File: config.mk
export PLATFORM = sky130hd
export DESIGN_NAME = ipc_mailbox_hub
export DESIGN_NICKNAME = d
export VERILOG_FILES = /design/src/rtl/ipc_mbx_pkg.sv /design/src/rtl/ipc_mbx_slot.sv /design/src/rtl/ipc_mbx_irq.sv /design/src/rtl/ipc_mailbox_hub.sv
export SDC_FILE = /design/constraint.sdc
export NUM_CORES = 2
export LEC_CHECK = 0
export BUFFER_PORTS_ARGS = -buffer_cell sky130_fd_sc_hd__buf_2
export CAP_MARGIN = 20
export CORE_MARGIN = 8
export CORE_UTILIZATION = 40
export CTS_CLUSTER_SIZE = 25
export DETAILED_ROUTE_END_ITERATION = 12
export SLEW_MARGIN = 0
export SYNTH_ARGS = -nofsm -noshare
export SYNTH_HDL_FRONTEND = slang
export SYNTH_HIERARCHICAL = 1
export SYNTH_SLANG_ARGS = --single-unit
File: constraint.sdc
create_clock -name clk -period 4 [get_ports clk]
set_clock_uncertainty 0.1 [all_clocks]
set_input_delay 0.4 -clock clk [delete_from_list [all_inputs] [get_ports clk]]
set_output_delay 0.4 -clock clk [all_outputs]
set_load 0.005 [all_outputs]
File: src/rtl/ipc_mbx_pkg.sv
package ipc_mbx_pkg;
   localparam int ADDR_W = 12;
   localparam int WORD_W = 32;

   // word index within a mailbox window (offset / 4)
   typedef enum logic [3:0] {
      REG_SRC   = 4'd0,
      REG_DSET  = 4'd1,
      REG_DCLR  = 4'd2,
      REG_DSTAT = 4'd3,
      REG_MODE  = 4'd4,
      REG_MSET  = 4'd5,
      REG_MCLR  = 4'd6,
      REG_MSTAT = 4'd7,
      REG_SEND  = 4'd8
   } reg_sel_e;

   localparam logic [3:0] DATA_BASE = 4'd9;

   localparam logic [1:0] SEND_IDLE = 2'd0;
   localparam logic [1:0] SEND_REQ  = 2'd1;
   localparam logic [1:0] SEND_ACK  = 2'd2;
endpackage

File: src/rtl/ipc_mbx_slot.sv
module ipc_mbx_slot
   import ipc_mbx_pkg::*;
#(
   parameter int NUM_CHAN   = 8,
   parameter int DATA_WORDS = 7,
   parameter int MODE_W     = 2
) (
   input  logic                clk,
   input  logic                rst_n,
   input  logic                wr_en,
   input  logic [3:0]          word_sel,
   input  logic [WORD_W-1:0]   wdata,
   output logic [WORD_W-1:0]   rd_word,
   output logic [NUM_CHAN-1:0] src_q,
   output logic [NUM_CHAN-1:0] dst_q,
   output logic [NUM_CHAN-1:0] msk_q,
   output logic [1:0]          send_q
);
   localparam int MODE_KEEP = (MODE_W > 0) ? MODE_W : 1;

   logic [DATA_WORDS-1:0][WORD_W-1:0] dat_q;
   logic [NUM_CHAN-1:0]               wchan;
   logic [WORD_W-1:0]                 mode_rd;
   logic                              release_w;

   assign wchan     = wdata[NUM_CHAN-1:0];
   assign release_w = wr_en && (word_sel == REG_SRC) && (wchan == '0);

   always_ff @(posedge clk or negedge rst_n) begin
      if (!rst_n) begin
         src_q  <= '0;
         dst_q  <= '0;
         msk_q  <= '0;
         send_q <= SEND_IDLE;
      end else if (release_w) begin
         src_q  <= '0;
         dst_q  <= '0;
         msk_q  <= '0;
         send_q <= SEND_IDLE;
      end else if (wr_en) begin
         case (reg_sel_e'(word_sel))
            REG_SRC:  if (src_q == '0) src_q <= wchan;
            REG_DSET: dst_q  <= dst_q | wchan;
            REG_DCLR: dst_q  <= dst_q & ~wchan;
            REG_MSET: msk_q  <= msk_q | wchan;
            REG_MCLR: msk_q  <= msk_q & ~wchan;
            REG_SEND: send_q <= wdata[1:0];
            default: ;
         endcase
      end
   end

   generate
      if (MODE_W > 0) begin : g_mode
         logic [MODE_KEEP-1:0] mode_q;
         always_ff @(posedge clk or negedge rst_n) begin
            if (!rst_n)                                mode_q <= '0;
            else if (release_w)                        mode_q <= '0;
            else if (wr_en && word_sel == REG_MODE)    mode_q <= wdata[MODE_KEEP-1:0];
         end
         assign mode_rd = WORD_W'(mode_q);
      end else begin : g_nomode
         assign mode_rd = '0;
      end
   endgenerate

   always_ff @(posedge clk or negedge rst_n) begin
      if (!rst_n) begin
         dat_q <= '0;
      end else if (wr_en) begin
         for (int k = 0; k < DATA_WORDS; k++)
            if (word_sel == DATA_BASE + 4'(k)) dat_q[k] <= wdata;
      end
   end

   always_comb begin
      rd_word = '0;
      case (reg_sel_e'(word_sel))
         REG_SRC:   rd_word = WORD_W'(src_q);
         REG_DSTAT: rd_word = WORD_W'(dst_q);
         REG_MODE:  rd_word = mode_rd;
         REG_MSTAT: rd_word = WORD_W'(msk_q);
         REG_SEND:  rd_word = WORD_W'(send_q);
         default: begin
            for (int k = 0; k < DATA_WORDS; k++)
               if (word_sel == DATA_BASE + 4'(k)) rd_word = dat_q[k];
         end
      endcase
   end
endmodule

File: src/rtl/ipc_mbx_irq.sv
module ipc_mbx_irq
   import ipc_mbx_pkg::*;
#(
   parameter int NUM_BOX  = 4,
   parameter int NUM_CHAN = 8
) (
   input  logic [NUM_BOX-1:0][NUM_CHAN-1:0] src_all,
   input  logic [NUM_BOX-1:0][NUM_CHAN-1:0] dst_all,
   input  logic [NUM_BOX-1:0][NUM_CHAN-1:0] msk_all,
   input  logic [NUM_BOX-1:0][1:0]          send_all,
   output logic [NUM_CHAN-1:0][NUM_BOX-1:0] ris_w,
   output logic [NUM_CHAN-1:0][NUM_BOX-1:0] mis_w,
   output logic [NUM_CHAN-1:0]              irq_out
);
   for (genvar c = 0; c < NUM_CHAN; c++) begin : g_chan
      for (genvar b = 0; b < NUM_BOX; b++) begin : g_box
         assign ris_w[c][b] = ((send_all[b] == SEND_REQ) && dst_all[b][c])
                           || ((send_all[b] == SEND_ACK) && src_all[b][c]);
         assign mis_w[c][b] = ris_w[c][b] && msk_all[b][c];
      end
      assign irq_out[c] = |mis_w[c];
   end
endmodule

File: src/rtl/ipc_mailbox_hub.sv
module ipc_mailbox_hub
   import ipc_mbx_pkg::*;
#(
   parameter int NUM_BOX    = 4,
   parameter int NUM_CHAN   = 8,
   parameter int DATA_WORDS = 7,
   parameter int MODE_W     = 2
) (
   input  logic                clk,
   input  logic                rst_n,
   input  logic                bus_we,
   input  logic                bus_re,
   input  logic [11:0]         bus_addr,
   input  logic [31:0]         bus_wdata,
   output logic [31:0]         bus_rdata,
   output logic [NUM_CHAN-1:0] irq_out
);
   localparam int BOX_IDX_W = (NUM_BOX  > 1) ? $clog2(NUM_BOX)  : 1;
   localparam int CH_IDX_W  = (NUM_CHAN > 1) ? $clog2(NUM_CHAN) : 1;

   if (NUM_BOX < 1 || NUM_BOX > 32)        begin : g_bad_box  $error("NUM_BOX must be 1..32");   end
   if (NUM_CHAN < 1 || NUM_CHAN > 32)      begin : g_bad_chan $error("NUM_CHAN must be 1..32");  end
   if (DATA_WORDS < 1 || DATA_WORDS > 7)   begin : g_bad_data $error("DATA_WORDS must be 1..7"); end
   if (MODE_W < 0 || MODE_W > 32)          begin : g_bad_mode $error("MODE_W must be 0..32");    end

   logic [NUM_BOX-1:0][NUM_CHAN-1:0] src_all;
   logic [NUM_BOX-1:0][NUM_CHAN-1:0] dst_all;
   logic [NUM_BOX-1:0][NUM_CHAN-1:0] msk_all;
   logic [NUM_BOX-1:0][1:0]          send_all;
   logic [NUM_BOX-1:0][WORD_W-1:0]   slot_rd;
   logic [NUM_CHAN-1:0][NUM_BOX-1:0] ris_w;
   logic [NUM_CHAN-1:0][NUM_BOX-1:0] mis_w;

   logic                 in_irq;
   logic [4:0]           box_full;
   logic [7:0]           chan_full;
   logic                 box_hit;
   logic                 chan_hit;
   logic [BOX_IDX_W-1:0] box_sel;
   logic [CH_IDX_W-1:0]  chan_sel;
   logic [WORD_W-1:0]    rd_next;

   assign in_irq    = bus_addr[11];
   assign box_full  = bus_addr[10:6];
   assign chan_full = bus_addr[10:3];
   assign box_hit   = !in_irq && (32'(box_full) < NUM_BOX);
   assign chan_hit  = in_irq && (32'(chan_full) < NUM_CHAN);
   assign box_sel   = box_full[BOX_IDX_W-1:0];
   assign chan_sel  = chan_full[CH_IDX_W-1:0];

   for (genvar b = 0; b < NUM_BOX; b++) begin : g_slot
      ipc_mbx_slot #(
         .NUM_CHAN   (NUM_CHAN),
         .DATA_WORDS (DATA_WORDS),
         .MODE_W     (MODE_W)
      ) u_slot (
         .clk      (clk),
         .rst_n    (rst_n),
         .wr_en    (bus_we && box_hit && (box_sel == BOX_IDX_W'(b))),
         .word_sel (bus_addr[5:2]),
         .wdata    (bus_wdata),
         .rd_word  (slot_rd[b]),
         .src_q    (src_all[b]),
         .dst_q    (dst_all[b]),
         .msk_q    (msk_all[b]),
         .send_q   (send_all[b])
      );
   end

   ipc_mbx_irq #(
      .NUM_BOX  (NUM_BOX),
      .NUM_CHAN (NUM_CHAN)
   ) u_irq (
      .src_all  (src_all),
      .dst_all  (dst_all),
      .msk_all  (msk_all),
      .send_all (send_all),
      .ris_w    (ris_w),
      .mis_w    (mis_w),
      .irq_out  (irq_out)
   );

   always_comb begin
      rd_next = '0;
      if (box_hit)
         rd_next = slot_rd[box_sel];
      else if (chan_hit)
         rd_next = bus_addr[2] ? WORD_W'(ris_w[chan_sel]) : WORD_W'(mis_w[chan_sel]);
   end

   always_ff @(posedge clk or negedge rst_n) begin
      if (!rst_n)      bus_rdata <= '0;
      else if (bus_re) bus_rdata <= rd_next;
   end
endmodule

### Yosys cells after proc, flatten, opt, wreduce, memory -nomap -nowiden

Index checks and enable logic that the tools add are counted.

| word-level totals | value |
|---|---|
| input bits | 48 |
| flip-flop bits (word level) | 1040 |

| cells by class | value |
|---|---|
| reductions and logical operators | 235 |
| bitwise gates (word level) | 17 |
| order comparisons | 4 |
| equality and inequality tests | 26 |
| muxes and demuxes | 98 |

Operator list:

| cell | number |
|---|---|
| two-way mux 32 bit | 30 |
| one-hot mux 32 bit (5 select lines) | 4 |
| two-way mux 8 bit | 32 |
| one-hot mux 8 bit (2 select lines) | 8 |
| logical AND 1 bit | 115 |
| AND reduction 2 bit | 40 |
| bitwise AND 8 bit | 8 |
| binary-select mux 32 bit (select 2 bit) | 1 |
| OR 8 bit | 8 |
| zero test 8 bit | 5 |
| nonzero test 2 bit | 20 |
| two-way mux 2 bit | 17 |
| equality test 4 bit, second input constant | 8 |
| logical OR 1 bit | 32 |
| OR reduction 4 bit | 8 |
| binary-select mux 4 bit (select 3 bit) | 2 |
| nonzero test 3 bit | 8 |
| equality test 4 x 3 -> 1 bit, second input constant | 4 |
| two-way mux 4 bit | 4 |
| equality test 2 bit, second input constant | 6 |
| AND reduction 3 bit | 4 |
| equality test 2 x 1 -> 1 bit, second input constant | 5 |
| equality test 4 x 2 -> 1 bit, second input constant | 2 |
| less-than comparator 8 x 4 -> 1 bit, second input constant | 1 |
| 8 further kinds | 8 |

### Depth between registers and ports, before layout

| logic depth | value |
|---|---|
| depth after elaboration | 12 |
| gate-level depth with buffers | 11 |
| gate-level depth less buffers | 8 |

### Cells and area by module

Netlist, hierarchy kept.

Modules (own cells, without submodules):

| module | cells each | times used | area each (um^2) |
|---|---|---|---|
| ipc_mbx_slot (g_slot[1].u_slot ...) | 883 | 3 | 11395.9 |
| ipc_mbx_slot (g_slot[0].u_slot) | 988 | 1 | 12330.6 |
| ipc_mailbox_hub | 226 | 1 | 2605.0 |
| ipc_mbx_irq | 168 | 1 | 977.2 |

### Worst setup path before layout

Ideal clock, no wire load.

| timing | value |
|---|---|
| kind | input to register |
| from | in bus_addr[2] |
| to | reg bus_rdata[0] |
| data arrival time | 2.259 ns |
| data required time | 3.769 ns |
| stages | 10 |
| setup time | 0.131 ns |
| slack | 1.510 ns |
| cell sequence | buf_6 nand2b_4 clkbuf_2 nor2_4 a222oi_1 a21oi_1 o32a_1 mux4_2 a21oi_1 nand3_1 |

RTL lines:

| what | line | text |
|---|---|---|
| from (decl) | ipc_mailbox_hub.sv:13 | `input logic [11:0] bus_addr,` |
| to (signal assigned) | ipc_mailbox_hub.sv:93 | `else if (bus_re) bus_rdata <= rd_next;` |
| to (decl) | ipc_mailbox_hub.sv:15 | `output logic [31:0] bus_rdata,` |

==> results_dict.tcl <==
set metrics [dict create \
    hp-class "input pin to flip-flop" \
    finalCriticalPeriod_ns 2.96 \
    syn_nets 4079 \
    setup_tns_ns 0 \
    layout-drive-gt1-share_pct 35.3 \
    fmax_ghz 0.338 \
    placed_area_um2 52200 \
    post-cts-setup-buffers 0 \
    coreArea_um2 125000 \
    path_delay_family "simple AND/OR/NAND/NOR gates" \
    crit_type "flip-flop to primary output" \
    htreeDepth 3 \
    place_congestion 0.884 \
    netlist_area_um2 50100 \
    dieArea_um2 137000 \
    ys_top_cells_by_area "dfrtp_1, mux2_2, a221oi_1, a22o_1, mux4_2" \
    crit_path_end_kind "primary output" \
    cap_violations 0 \
    rows 130 \
    cts_hold_buffers 1 \
    post-route-period-util_pct 74.0 \
    root_buffer "clkbuf_16" \
    die_y_um 370 \
    num_io_pins 88 \
    grt_overflow 0 \
    peakVddDrop_uv 331 \
    dp_hpwl_um 90100 \
    postRouteAntennaNets 0 \
    hold_viol 0 \
    cp-start-kind "flip-flop" \
    slowest_delay_ns 0.62 \
    wire_per_inst_um 23.7 \
    ys_async_sr_fraction_pct 100 \
    die_w_um 370 \
    synth_area_per_cell_um2 12.4 \
    cts_tree "done" \
    yosys-top-cells-count "dfrtp_1, mux2_2, nand2_1, a21oi_1, nor2_1" \
    drc 0 \
    via_count 34000 \
    post_cts_resized 0 \
    wl_um 136000 \
    antenna_found_initial 3 \
    worstPathCellList "nand2b_1 > o22ai_1 > or4_1 > buf_2" \
    cp_max_fo 8 \
    p_leak_nw 26.4 \
    synth_ff_type "dfrtp_1" \
    synth-seq-area-share_pct 51.9 \
    vias_per_cell 5.89 \
    clockBufferDepth 3 \
    grt_first_pass_wirelength_um 213000 \
    synth_cells 4031 \
    crit_slowest_cell "or4_1" \
    synthMostInstantiatedCell "dfrtp_1" \
    synth-edff-count 0 \
    syn_to_final_growth_pct 11.1 \
    grtUsageTotal_pct 19.6 \
    grt_pass1_vias 34000 \
    ys_seq_elements 1040 \
    initial_core_util_pct 40.1 \
    nets 4081 \
    grt_max_degree 116 \
    arrival_ns 2.46 \
    tightest_slew_ns 1.07 \
    powerDensity_nw_per_um2 398 \
    yosys.area.top_type "dfrtp_1" \
    slew_violations 0 \
    first_pass_iters 6 \
    rsz0062_at_grt "no" \
    diodes 0 \
    worstSkewPairLatency_ns 0.68 \
    ys_types 76 \
    setup_violations 0 \
    first_iter_violations 2873 \
    yosysWarnings 6 \
    numCtsBuffers 107 \
    status "finished clean" \
    synth_top_area_share_pct 51.9 \
    maxSlewHeadroom_pct 28.6 \
    crit_buf_inv 1 \
    critPathRequiredTime_ns 3.50 \
    cts.reportedPaths.clkPinSlew_ns 0.06 \
    cts.sinks 1040 \
    final_area_um2 55700 \
    portBuffers 85 \
]
## metrics by stage
stage	utilization (%)	setup WS (ns)	hold WS, ns	total power, mW	instances
after floorplan	-	1.51	0.00441	11.6	4031
after global placement	41.7	0.572	0.368	12.3	5572
after detailed placement	41.7	0.565	0.376	12.4	5572
after CTS	44.6	1.04	0.0482	22.4	5766
after global routing	44.6	0.949	0.0803	23.0	5767
final	44.6	1.04	0.0997	22.2	5767
## metal layers
metal | wire length [µm] | track usage [%]
met5 | 0 | 0
met4 | 5130 | 6.89
met3 | 7910 | 3.36
met2 | 61400 | 30.1
met1 | 61900 | 27.9
## registers in the layout, summed over array words and instances, names as in the netlist
name	flops
g_slot.u_slot/dat_q	896
bus_rdata	32
g_slot.u_slot/dst_q	32
g_slot.u_slot/msk_q	32
g_slot.u_slot/src_q	32
g_slot.u_slot/g_mode.mode_q	8
g_slot.u_slot/send_q	8
## cell type report
cell class,count,area (µm²)
fillers,11500,69200
multi-input cells,2618,22100
repair buffers,226,1800
clock inverters,29,304
inverters,40,150
flip-flops and latches,1040,26000
clock buffers,164,3210
well taps,1650,2060
## where the power goes
part           switching, mW  leakage, nW  internal, mW
Combinational          0.975         10.3         0.420
Sequential            0.0926         14.4          10.7
Clock                   4.24         1.73          5.77
## placed cells by master (no fill, tap or decap), drive strengths merged, types with 6 or more instances in the layout
cell and count:
a22oi 106, a2111oi 6, a311oi 21, a211oi 24
clkbuf 164, a221oi 150, a31oi 18, mux4 47
nand3 48, dfrtp 1040, a22o 147, nor2 203
or2 7, nor3 51, a21o 6, nor4 17
o22ai 66, o21ai 107, nand2 251, inv 40
buf 225, nand2b 33, and2 7, and3 9
or4 9, mux2i 34, nand4 6, nor2b 17
or3 7, clkinv 23, a21oi 183, mux2 963
o22a 24, o2bb2ai 10
## final timing paths
path / from / endpoint / slack, ns / depth (start not counted)
max: g_slot[2].u_slot/send_q[0] / irq_out[2] / 1.04 / 4
min in group asynchronous: rst_n / g_slot[2].u_slot/dat_q[123] / 0.28 / 2
min reg2reg: g_slot[1].u_slot/dat_q[6] / g_slot[1].u_slot/dat_q[6] / 0.38 / 1
max reg2reg: g_slot[2].u_slot/dat_q[96] / bus_rdata[0] / 1.61 / 8
min: bus_wdata[0] / g_slot[0].u_slot/src_q[0] / 0.1 / 2
max in group asynchronous: rst_n / g_slot[2].u_slot/src_q[2] / 2.23 / 3
## kinds of logic (layout without fill, tap and decap cells)
| logic type | count (synthesis) | count (layout) | synth area share (%) |
|---|---|---|---|
| multiplexers | 1044 | 1044 | 24.4 |
| flip-flops | 1040 | 1040 | 51.9 |
| AO/OA/AOI/OAI | 891 | 891 | 12.9 |
| AND/OR/NAND/NOR | 683 | 683 | 6.73 |
| buffers and inverters | 373 | 459 | 3.98 |
Note: power is estimated with default switching activity, not from simulation.
